<file path="src/rtl/bank_clock_divider.sv">
module bank_clock_divider #(
  parameter int CNT_W = 4
) (
  input  logic       clk,
  input  logic       rst,
  input  logic [2:0] sel_a,
  input  logic [2:0] sel_b,
  input  logic [2:0] sel_c,
  input  logic [2:0] sel_d,
  input  logic       copy_sel,
  output logic       out_a,
  output logic       out_a_n,
  output logic       out_b,
  output logic       out_b_n,
  output logic       out_c,
  output logic       out_c_n,
  output logic       out_d,
  output logic       out_d_n,
  output logic       sync_pulse
);

  localparam int NB = 4;

  function automatic logic [CNT_W-1:0] half_of(input logic [2:0] s);
    case (s)
      3'd0:    return CNT_W'(1);
      3'd1:    return CNT_W'(2);
      3'd2:    return CNT_W'(3);
      3'd3:    return CNT_W'(4);
      3'd4:    return CNT_W'(6);
      default: return CNT_W'(8);
    endcase
  endfunction

  logic [2:0] sel [NB];
  logic [NB-1:0] q, rise;
  logic sync_r;

  assign sel[0] = sel_a;
  assign sel[1] = sel_b;
  assign sel[2] = sel_c;
  assign sel[3] = sel_d;

  for (genvar i = 0; i < NB; i++) begin : g_bank
    logic [CNT_W-1:0] half_r, cnt_r;
    logic q_r;
    always_ff @(posedge clk) begin
      if (rst) begin
        half_r <= half_of(sel[i]);
        cnt_r  <= '0;
        q_r    <= 1'b0;
      end else begin
        if (cnt_r == '0) q_r <= ~q_r;
        cnt_r <= (cnt_r == half_r - 1'b1) ? '0 : cnt_r + 1'b1;
      end
    end
    assign q[i]    = q_r;
    assign rise[i] = (cnt_r == '0) && !q_r;
  end

  always_ff @(posedge clk) begin
    if (rst) sync_r <= 1'b0;
    else     sync_r <= rise[0] & rise[2];
  end

  assign out_a      = q[0];
  assign out_b      = q[1];
  assign out_c      = q[2];
  assign out_d      = copy_sel ? q[2] : q[3];
  assign out_a_n    = ~out_a;
  assign out_b_n    = ~out_b;
  assign out_c_n    = ~out_c;
  assign out_d_n    = ~out_d;
  assign sync_pulse = sync_r & ~copy_sel;

endmodule

</file>
<file path="config.mk">
export PLATFORM = sky130hd
export DESIGN_NAME = bank_clock_divider
export DESIGN_NICKNAME = d
export VERILOG_FILES = /design/src/rtl/bank_clock_divider.sv
export SDC_FILE = /design/constraint.sdc
export NUM_CORES = 1
export LEC_CHECK = 0
export BUFFER_PORTS_ARGS = -buffer_cell sky130_fd_sc_hd__buf_2
export CAP_MARGIN = 15
export CORE_MARGIN = 4
export CORE_UTILIZATION = 40
export DETAILED_ROUTE_END_ITERATION = 6
export PLACE_DENSITY = 0.69
export SLEW_MARGIN = 20
export SYNTH_ARGS = -nofsm -noshare
export SYNTH_HDL_FRONTEND = slang
export SYNTH_SLANG_ARGS = --single-unit
</file>
<file path="constraint.sdc">
create_clock -name clk -period 1.55 [get_ports clk]
set_input_delay 0.2325 -clock clk [delete_from_list [all_inputs] [get_ports clk]]
set_output_delay 0.2325 -clock clk [all_outputs]
set_load 0.02 [all_outputs]
</file>
==> impl_metrics.yaml <==
status:
  status: "complete, no violations"
clocking:
  clk_pin_slew_ps: 70
  clockBufferDepth: 2
  cts_sinks: 37
  numCtsBuffers: 5
  htreeDepth: 2
  cts_tree: "built"
  hold_buffers: 0
  cts_root_buffer: "clkbuf_8"
  insertion_delay_ps: 290
layout:
  nets: 240
  final_cell_mix: "buf_2 (23), xnor2_1 (21), dfxtp_1 (21)"
  layout.cells.non_filler: 281
  area_growth_pct: 16.8
  final_common_cell: "buf_2"
  drive_above_1_share: 0.192
  n_antenna_cell: 0
floorplan:
  initial_utilization: 0.413
  die-area_um2: 6060
  die_h_um: 77.8
  core_um2: 4720
  die_w_um: 77.8
  io_pins: 24
  placementRows: 25
yosys:
  synth_area_leaders: "edfxtp_1 (25%), dfxtp_1 (22%), xnor2_1 (9.4%)"
  syn_avg_cell_area_um2: 10.8
  syn-cell-area_um2: 1950
  yosysUniqueCellTypes: 22
  synth_top_area_frac: 0.246
  synthCells: 181
  synth-seq-area-share: 0.462
  synth_nets: 208
  yosysWarningCount: 0
  yosys.area.top_type: "edfxtp_1"
  synth-seq-cells: 37
sta:
  slew_headroom: 0.741
  max_freq_mhz: 682
  finalCritPeriodShare: 0.945
  skew_ps: 9.11
  slew_viol_final: 0
  setup_viol: 0
  rsz0062_at_grt: "no"
  worst_pin_slew_ps: 388
  report.final.hold_viol_count: 0
  period_needed_ps: 1470
  fin_tns_setup_ps: 0
global_routing:
  antenna_found_initial: 0
  grt_pass1_wl_um: 4820
  grt_pass1_vias: 1151
  grt_max_degree: 38
  overflow: 0
  track_usage: 0.103
place:
  port_buffers: 23
  dp_hpwl_um: 2010
  dp.cells: 273
  place.gp.congestion: 0.738
worst_setup_path:
  worstPathRequired_ps: 1720
  cp.arrival_ps: 1630
  worst_setup_path_start_kind: "flop"
  critPathKind: "flop to flop"
  end_kind: "flop"
  critPathMaxFanout: 4
detailed_routing:
  avgViaCountPerCell: 4.56
  final_antenna_net_count: 0
  dr.pass1.iters: 4
  wl_um: 2790
  vias: 1280
  drc: 0
  drt_iter0_markers: 48
  routedWlPerCell_um: 9.94
pwr:
  leakagePower_nw: 0.927
  p_per_area_nw_per_um2: 1180
  peakVddDrop_mv: 0.521
flow_run:
  cap_violations: 0
hold_path:
  hp-class: "primary input to flop"
==> timing repair <==
action | in CTS | in global routing
buffers inserted | 0 | 0
resized for setup | 0 | 2
endpoints found under the setup margin | 0 | 6
hold endpoints to repair | 0 | 0
==> through the flow <==
stage	utilization	hold WS, ps	setup WS (ps)	power [mW]	instance area (um2)
detailed placement	0.463	498	83.6	2.07	2180
floorplan	-	345	116	1.85	1950
CTS	0.480	249	37.3	2.73	2270
finish	0.482	263	84.6	2.70	2280
global placement	0.463	499	87.1	2.05	2180
global route	0.482	263	9.45	2.88	2280
==> report_power, final <==
group	switching [mW]	leakage, nW	internal, mW
sequential	0.127	0.328	1.16
clock	0.321	0.0422	0.315
combinational	0.406	0.557	0.375
==> final cells by class <==
cell class | instances | area, um2
well taps | 67 | 83.8
flip-flops and latches | 37 | 901
inverters | 20 | 75.1
clock inverters | 1 | 5.00
repair buffers | 27 | 158
fillers | 444 | 2440
multi-input cells | 122 | 980
clock buffers | 7 | 76.3
==> cell usage after synthesis <==
library cell and instances:
nor4_1 1, nand3_1 4, xor3_1 4, inv_1 20, nor3_1 4, a211oi_1 12
edfxtp_1 16, ha_1 12, xnor2_1 21, o21a_1 2, nor2_1 13, dfxtp_1 21
nand2b_1 4, nor3_2 4, mux2_2 4, nand2_1 10, xor2_1 11, nor3b_1 4
a21oi_1 4, o21ai_0 5, nor2b_1 3, clkbuf_1 2
==> critical path: stages (launching register included) <==
cell and delay [ps]:
edfxtp_1 350, inv_1 50, ha_1 200, xor3_1 390
nor3_4 250, a211oi_1 100
==> metal layers <==
metal | track usage | share of wire | vias to the layer above
met5 | 0 | 0 | -
met4 | 0.0641 | 0.028 | 0
met3 | 0.0394 | 0.053 | 7
met2 | 0.160 | 0.46 | 23
met1 | 0.118 | 0.46 | 578
li1 | - | - | 672
==> path summary, 6_finish.rpt <==
kind	startpoint	end	slack (ps)	depth (start not counted)
worst max register to register	g_bank[0].half_r[0]	g_bank[0].cnt_r[2]	80	5
worst min register to register	out_a	sync_r	500	1
worst min-delay path	sel_b[2]	g_bank[1].half_r[0]	260	2
worst max-delay path	g_bank[0].half_r[0]	g_bank[0].cnt_r[2]	80	5
==> flip-flops by register name (all words and copies together), names as in the netlist <==
register,cells
g_bank.cnt_r,16
out_c,1
sync_r,1
g_bank.half_r,16
out_a,1
out_b,1
g_bank.q_r,1
==> cells by family (layout without fill, tap and decap cells) <==
family / after synthesis / in the layout / share of synthesized area
AO/OA/AOI/OAI: 23 / 23 / 0.0770
flip-flops: 37 / 37 / 0.462
multiplexers: 4 / 4 / 0.0231
AND/OR/NAND/NOR: 47 / 47 / 0.126
buffers and inverters: 22 / 55 / 0.0423
XOR/XNOR: 36 / 36 / 0.192
adder cells (fa/ha/maj): 12 / 12 / 0.0770
No activity file was read; power rests on OpenSTA's default activity.
